## src/rtl/bw_pkg.sv

```systemverilog
package bw_pkg;

    typedef struct packed {
        logic s;
        logic c;
    } fa_t;

    function automatic fa_t full_add(input logic a, input logic b, input logic ci);
        fa_t r;
        r.s = a ^ b ^ ci;
        r.c = (a & b) | (a & ci) | (b & ci);
        return r;
    endfunction

endpackage

```

## src/rtl/bw_pp_gen.sv

```systemverilog
module bw_pp_gen #(
    parameter int N = 8
) (
    input  logic [N-1:0]          x,
    input  logic [N-1:0]          y,
    output logic [N-1:0][2*N-1:0] rows
);
    localparam int W = 2 * N;
    localparam logic [W-1:0] CORR = (W'(1) << N) | (W'(1) << (W - 1));

    // Row j holds x*y[j] shifted left by j; sign-weighted bits are inverted.
    always_comb begin
        rows = '0;
        for (int j = 0; j < N; j++) begin
            for (int i = 0; i < N; i++) begin
                logic t;
                t = x[i] & y[j];
                if ((i == N - 1) != (j == N - 1)) t = ~t;
                rows[j][i + j] = t;
            end
        end
    end

    logic [W-1:0] acc_chk;
    logic [W-1:0] ref_chk;
    always_comb begin
        acc_chk = CORR;
        for (int j = 0; j < N; j++) acc_chk = acc_chk + rows[j];
        ref_chk = W'({{N{x[N-1]}}, x} * {{N{y[N-1]}}, y});
        AST_ROWS_MATCH: assert (acc_chk == ref_chk) else $error("row set does not sum to product");
    end

endmodule

```

## src/rtl/bw_csa_row.sv

```systemverilog
module bw_csa_row #(
    parameter int W = 16
) (
    input  logic [W-1:0] s_in,
    input  logic [W-1:0] c_in,
    input  logic [W-1:0] r_in,
    output logic [W-1:0] s_out,
    output logic [W-1:0] c_out
);
    import bw_pkg::*;

    logic [W-2:0] cv;

    for (genvar k = 0; k < W; k++) begin : g_cell
        if (k < W - 1) begin : g_full
            fa_t f;
            assign f        = full_add(s_in[k], c_in[k], r_in[k]);
            assign s_out[k] = f.s;
            assign cv[k]    = f.c;
        end else begin : g_top
            assign s_out[k] = s_in[k] ^ c_in[k] ^ r_in[k];
        end
    end

    assign c_out = {cv, 1'b0};

    always_comb begin
        AST_CSA_CONSERVES: assert (W'(s_out + c_out) == W'(s_in + c_in + r_in)) else $error("carry-save row lost value");
    end

endmodule

```

## src/rtl/bw_ripple.sv

```systemverilog
module bw_ripple #(
    parameter int W = 16
) (
    input  logic [W-1:0] a,
    input  logic [W-1:0] b,
    output logic [W-1:0] sum
);
    import bw_pkg::*;

    always_comb begin
        logic cy;
        fa_t  f;
        cy  = 1'b0;
        sum = '0;
        for (int k = 0; k < W; k++) begin
            f      = full_add(a[k], b[k], cy);
            sum[k] = f.s;
            cy     = f.c;
        end
    end

    always_comb begin
        AST_RIPPLE_SUM: assert (sum == W'(a + b)) else $error("ripple row mismatch");
    end

endmodule

```

## src/rtl/bw_mult.sv

```systemverilog
module bw_mult #(
    parameter int N = 8
) (
    input  logic [N-1:0]   a_in,
    input  logic [N-1:0]   b_in,
    output logic [2*N-1:0] prod
);
    localparam int W = 2 * N;
    localparam logic [W-1:0] CORR = (W'(1) << N) | (W'(1) << (W - 1));

    logic [N-1:0][W-1:0] rows;
    logic [W-1:0]        st_s [N];
    logic [W-1:0]        st_c [N];

    bw_pp_gen #(.N(N)) u_pp (
        .x    (a_in),
        .y    (b_in),
        .rows (rows)
    );

    assign st_s[0] = rows[0];
    assign st_c[0] = CORR;

    for (genvar j = 1; j < N; j++) begin : g_row
        bw_csa_row #(.W(W)) u_row (
            .s_in  (st_s[j-1]),
            .c_in  (st_c[j-1]),
            .r_in  (rows[j]),
            .s_out (st_s[j]),
            .c_out (st_c[j])
        );
    end

    bw_ripple #(.W(W)) u_fin (
        .a   (st_s[N-1]),
        .b   (st_c[N-1]),
        .sum (prod)
    );

    always_comb begin
        AST_PRODUCT_OK: assert (prod == W'({{N{a_in[N-1]}}, a_in} * {{N{b_in[N-1]}}, b_in})) else $error("product wrong");
        AST_ZERO_OPERAND: assert (!((a_in == '0) || (b_in == '0)) || (prod == '0)) else $error("zero operand gave nonzero");
        AST_NEG_ONE_SQUARED: assert (!((a_in == '1) && (b_in == '1)) || (prod == W'(1))) else $error("-1*-1 not 1");
    end

endmodule

```

## config.mk

```make
export PLATFORM = sky130hd
export DESIGN_NAME = bw_mult
export DESIGN_NICKNAME = d
export VERILOG_FILES = /design/src/rtl/bw_pkg.sv /design/src/rtl/bw_pp_gen.sv /design/src/rtl/bw_csa_row.sv /design/src/rtl/bw_ripple.sv /design/src/rtl/bw_mult.sv
export SDC_FILE = /design/constraint.sdc
export NUM_CORES = 1
export LEC_CHECK = 0
export ABC_AREA = 1
export ABC_CLOCK_PERIOD_IN_PS = 12250
export BUFFER_PORTS_ARGS = -buffer_cell sky130_fd_sc_hd__clkbuf_2
export CAP_MARGIN = 20
export CORE_UTILIZATION = 43
export DETAILED_ROUTE_END_ITERATION = 12
export SETUP_SLACK_MARGIN = 0.05
export SLEW_MARGIN = 20
export SYNTH_ARGS = -nofsm -noshare
export SYNTH_HDL_FRONTEND = slang
export SYNTH_SLANG_ARGS = --single-unit
```

## constraint.sdc

```tcl
create_clock -name vclk -period 12.25
set_input_delay 1.225 -clock vclk [all_inputs]
set_output_delay 1.225 -clock vclk [all_outputs]
set_load 0.1 [all_outputs]
```

* Word-level counts from Yosys, hierarchy flattened
Cells that the tools add are included.
** Word-level totals
- Register bits after elaboration :: 0
- Bits of input ports :: 16
- Output and inout bits :: 16
- Word-level logic and storage cells :: 444
** Operators by class
- Bitwise gates (word level) :: 444
** Operator list (number)
- $and A1 B1 Y1 :: 222
- $xor A1 B1 Y1 :: 111
- $or A1 B1 Y1 :: 96
- $not A1 Y1 :: 15

* Logic depth before layout (Yosys ltp)
- Word-level depth :: 40
- Mapped depth :: 26

* Cells and area by module
From an unflattened synthesis, not the netlist that was laid out.
** Second synthesis, totals
- Cell total of the unflattened synthesis :: 404
- Area, all modules :: 3758.6 um^2
** By module, submodules not included
- bw_csa_row :: instances 7, cells an instance 26, area each 346.6 um^2
- bw_pp_gen :: instances 1, cells an instance 195, area each 992.2 um^2
- bw_ripple :: instances 1, cells an instance 25, area each 332.8 um^2
- bw_mult :: instances 1, cells an instance 2, area each 7.5 um^2

* Least setup slack after synthesis
No wires, ideal clock.
- Path type :: input to output
- Start point :: input b_in[1]
- End point :: output prod[14]
- Arrival time :: 8.034 ns
- Data required time :: 11.025 ns
- Setup slack :: 2.991 ns
- Cell stages on the path :: 21
- Cell sequence :: buf_6 -> nand2_1 -> inv_1 -> ha_1 -> inv_1 -> fa_1 -> inv_1 -> fa_1 -> fa_1 -> inv_1 -> fa_1 -> inv_1 -> fa_1 -> fa_1 -> ha_1 -> fa_1 -> fa_1 -> fa_1 -> fa_1 -> fa_1 -> fa_1
** Between the ends
- Longest elaborated chain between the ends :: 37
- Elaborated cells on any way between the ends :: 343
- Classes of those cells :: bitwise: 343
** Ends and longest elaborated chain
- start, declared :: RTL line bw_mult.sv:5 : input logic [N-1:0] b_in,
- $and A1 B1 Y1 :: RTL line bw_pp_gen.sv:17 : t = x[i] & y[j];
- $xor A1 B1 Y1 or $and A1 B1 Y1 (tied branches) :: RTL line bw_pkg.sv:10, bw_pkg.sv:11
- $and A1 B1 Y1 :: RTL line bw_pkg.sv:11 : r.c = (a & b) | (a & ci) | (b & ci);
- $or A1 B1 Y1 (2 in series) :: RTL line bw_pkg.sv:11
- $and A1 B1 Y1 :: RTL line bw_pkg.sv:11
- $or A1 B1 Y1 (2 in series) :: RTL line bw_pkg.sv:11
- $and A1 B1 Y1 :: RTL line bw_pkg.sv:11
- $or A1 B1 Y1 (2 in series) :: RTL line bw_pkg.sv:11
- [14 not listed]
- $or A1 B1 Y1 (2 in series) :: RTL line bw_pkg.sv:11
- $and A1 B1 Y1 :: RTL line bw_pkg.sv:11
- $or A1 B1 Y1 (2 in series) :: RTL line bw_pkg.sv:11
- $and A1 B1 Y1 :: RTL line bw_pkg.sv:11
- $or A1 B1 Y1 (2 in series) :: RTL line bw_pkg.sv:11
- $and A1 B1 Y1 :: RTL line bw_pkg.sv:11
- $or A1 B1 Y1 (2 in series) :: RTL line bw_pkg.sv:11
- $xor A1 B1 Y1 * :: RTL line bw_pkg.sv:10 : r.s = a ^ b ^ ci;
- end, declared :: RTL line bw_mult.sv:6 : output logic [2*N-1:0] prod
Mark *: on every way between the ends. The rest lies on a longest branch, timed or not.

* Final worst setup path
- Start point :: input b_in[1]
- End point :: output prod[15]
** Between the ends
- Longest elaborated chain between the ends :: 40
- Elaborated cells on any way between the ends :: 349
- Classes of those cells :: bitwise: 349
** Ends and longest elaborated chain (RTL line)
- $and A1 B1 Y1 :: bw_pp_gen.sv:17
- $xor A1 B1 Y1 or $and A1 B1 Y1 (tied branches) :: bw_pkg.sv:10, bw_pkg.sv:11
- $and A1 B1 Y1 :: bw_pkg.sv:11
- $or A1 B1 Y1 (2 in series) :: bw_pkg.sv:11
- $and A1 B1 Y1 :: bw_pkg.sv:11
- $or A1 B1 Y1 (2 in series) :: bw_pkg.sv:11
- $and A1 B1 Y1 :: bw_pkg.sv:11
- $or A1 B1 Y1 (2 in series) :: bw_pkg.sv:11
- [17 not listed]
- $or A1 B1 Y1 (2 in series) :: bw_pkg.sv:11
- $and A1 B1 Y1 :: bw_pkg.sv:11
- $or A1 B1 Y1 (2 in series) :: bw_pkg.sv:11
- $and A1 B1 Y1 :: bw_pkg.sv:11
- $or A1 B1 Y1 (2 in series) :: bw_pkg.sv:11
- $and A1 B1 Y1 :: bw_pkg.sv:11
- $or A1 B1 Y1 (2 in series) :: bw_pkg.sv:11
- $xor A1 B1 Y1 * :: bw_pkg.sv:10
Marked as above.

==> results by stage <==
Outcome:
- The run finished with clean final reports.

Die:
- The die extent in x is 67.6 um.
- The initialized floorplan defines 23 standard-cell rows.
- In this run the vertical extent of the chip is 67.6 um.
- The core region is 4060 sq um.
- The number of top-level pins is 32.
- The floorplan step defined a die boundary enclosing 4570 sq um.
- The initial cell density of the core is 0.456.

STA:
- The total count of hold-check failures in the final report came to 0.
- The final number of setup-violating endpoints is 0.
- Setup repair after global routing left no endpoint under its margin.
- The count of pins over their slew limit is 0.
- The worst pin sits at a relative slew slack of 0.641.
- Timing would allow up to 107 MHz.
- The worst path needs 9.30 ns of the cycle, external delays included.
- The slew at the pin with the worst max-slew slack is 0.540 ns.
- Dividing the final minimum period by the clock period gives 0.759.
- The sum of negative setup slack is 0 ns.

Cells and area:
- The number of antenna repair diodes is 0.
- The ratio of cells with drive above 1 in the final layout is 0.148.
- The register area is 0 sq um.
- Measured on the finished design, the core utilization comes to 0.470.
- The non-filler instance count after layout is 287.
- The net count of the finished layout is 317.
- The clock buffers instantiated in the layout total 0.
- The filler cell count in the final layout is 445.
- Sequential cells placed in the final layout were counted as 0.
- The layout-stage area growth over the synthesis result is 2.91%.

Clocking:
- The number of hold buffers added after cts is 0.
- The number of setup buffers added after CTS is 0.
- The number of gates resized after CTS was 0.

Placed design:
- The placer congestion estimate is 0.736.
- After legalization and detailed placement, the total HPWL measured 2450 um.
- The instance count after placement with tap cells included is 287.
- The count of buffers from port buffering is 32.

Yosys:
- The post-synthesis instance area is 1850 sq um.
- After synthesis, the mean cell area works out to 8.38 sq um.
- Of the post-synthesis cell area, the dominant cell type holds 0.519.
- The proportion of synthesized chip area in sequential cells is 0.
- Synthesis handed over a netlist of 221 instances.
- During synthesis, Yosys emitted a total of 0 warnings.
- The largest total area in the synthesized netlist belongs to sky130_fd_sc_hd__fa_1.
- The total nets after synthesis is 299.
- The post-synthesis cell type count is 9.
- By area the synthesized netlist is led by sky130_fd_sc_hd__fa_1 (52%), sky130_fd_sc_hd__inv_1 (15%), sky130_fd_sc_hd__nand2_1 (13%).

Global routing:
- The via count of the first global-routing pass is 1172.
- Entering global routing, the biggest net connects 9 pins.
- In the global route stage, overall resource usage came out at 0.127.
- The initial antenna violation count is 0.
- The global-route wire length before repair is 4620 um.
- The total grt overflow is 0.

Drt:
- The detail route stage leaves a number of antenna-violating nets equal to 0.
- The routed via count divided by cell count is 4.46.
- Dividing the detail-routed wire length by the instance count gives 9.00 um.
- The first-pass iteration count of the detailed router is 4.
- For this block, the routed nets add up to 2580 um of wire.
- The number of DRC markers after the initial detailed-route iteration is 39.
- The number of remaining DRC errors is 0.
- The detailed-route via count is 1281.

Min path:
- For hold timing, the worst endpoint is prod[0].
- The worst hold path passes through 4 cells.
- The start point of the worst hold path is a_in[0].
- The classification of the worst-slack hold path is primary input to output port.

Setup path:
- STA classifies the critical path endpoint as an output port.
- Of all nets on the critical path, the largest fanout is 8.
- The critical path in this run is classified as primary input to output port.
- The launch point of the critical path is b_in[1].
- The data arrival at the endpoint of the critical path is 8.08 ns.
- For the worst setup path, the data required time is 11.02 ns.
- STA classifies the critical path startpoint as a primary input.

Flow run:
- The total of max-cap violations is 0.
-- logic make-up (layout without fill, tap and decap cells) --
family | after synthesis | in the layout | share of synthesized area
buf+inv | 92 | 108 | 0.245
simple gates | 67 | 67 | 0.141
fa+ha+maj | 62 | 62 | 0.614
-- Yosys cell counts --
| cell | count |
|---|---|
| sky130_fd_sc_hd__inv_1 | 75 |
| sky130_fd_sc_hd__buf_6 | 13 |
| sky130_fd_sc_hd__nand2_1 | 65 |
| sky130_fd_sc_hd__buf_4 | 3 |
| sky130_fd_sc_hd__ha_1 | 14 |
| sky130_fd_sc_hd__nand2_2 | 1 |
| sky130_fd_sc_hd__inv_2 | 1 |
| sky130_fd_sc_hd__nand2_4 | 1 |
| sky130_fd_sc_hd__fa_1 | 48 |
-- per-layer routing --
layer	track usage	share of wire	up-vias
met5	0	0	-
met4	0	0	0
met3	0	0.025	0
met2	0.244	0.53	17
met1	0.167	0.45	647
li1	-	-	617
-- worst max-delay path, cell delays in order --
cell	delay [ns]
sky130_fd_sc_hd__clkbuf_2	0.17
sky130_fd_sc_hd__nand2_1	0.10
sky130_fd_sc_hd__inv_1	0.04
sky130_fd_sc_hd__ha_1	0.26
sky130_fd_sc_hd__inv_1	0.05
sky130_fd_sc_hd__fa_1	0.52
sky130_fd_sc_hd__inv_1	0.05
sky130_fd_sc_hd__fa_1	0.50
sky130_fd_sc_hd__fa_1	0.54
sky130_fd_sc_hd__inv_1	0.05
sky130_fd_sc_hd__fa_1	0.53
sky130_fd_sc_hd__inv_1	0.05
sky130_fd_sc_hd__fa_1	0.44
sky130_fd_sc_hd__fa_1	0.40
sky130_fd_sc_hd__ha_1	0.20
sky130_fd_sc_hd__fa_1	0.37
sky130_fd_sc_hd__fa_1	0.38
sky130_fd_sc_hd__fa_1	0.38
sky130_fd_sc_hd__fa_1	0.38
sky130_fd_sc_hd__fa_1	0.40
sky130_fd_sc_hd__fa_1	0.42
sky130_fd_sc_hd__inv_1	0.06
sky130_fd_sc_hd__nand2_1	0.04
sky130_fd_sc_hd__nand2_1	0.04
sky130_fd_sc_hd__clkbuf_2	0.44
-- cell usage in the layout, fill, tap and decap left out --
cell type | synthesis | layout
sky130_fd_sc_hd__clkbuf_2 | 0 | 32
sky130_fd_sc_hd__inv_2 | 1 | 1
sky130_fd_sc_hd__nand2_1 | 65 | 65
sky130_fd_sc_hd__inv_1 | 75 | 75
sky130_fd_sc_hd__nand2_2 | 1 | 1
sky130_fd_sc_hd__nand2_4 | 1 | 1
sky130_fd_sc_hd__fa_1 | 48 | 48
sky130_fd_sc_hd__ha_1 | 14 | 14
-- cell type report --
cell class | instances | area [sq um] | area share
timing repair buffer | 32 | 160 | 0.0840
multi-input combinational | 129 | 1400 | 0.733
inverter | 76 | 285 | 0.150
tap | 50 | 62.6 | 0.0328
-- through the flow --
step	hold WS [ns]	area (sq um)	setup slack, ns
4_1_cts	3.09	1910	2.87
2_1_floorplan	2.96	1850	2.99
5_1_grt	3.13	1910	2.56
3_3_place_gp	3.09	1910	2.96
3_5_place_dp	3.09	1910	2.88
6_report	3.08	1910	2.95
-- worst max path at each step --
stage | endpoint | slack, ns | cells past startpoint
6_report | prod[15] | 2.95 | 25
5_1_grt | prod[15] | 2.56 | 25
4_1_cts | prod[15] | 2.87 | 25
3_5_place_dp | prod[15] | 2.88 | 22
3_3_place_gp | prod[15] | 2.96 | 25
2_1_floorplan | prod[14] | 2.99 | 21
Power is left out: the tool's default activity adds up to more than one toggle a clock period on the data nets, which glitch-free logic cannot reach.
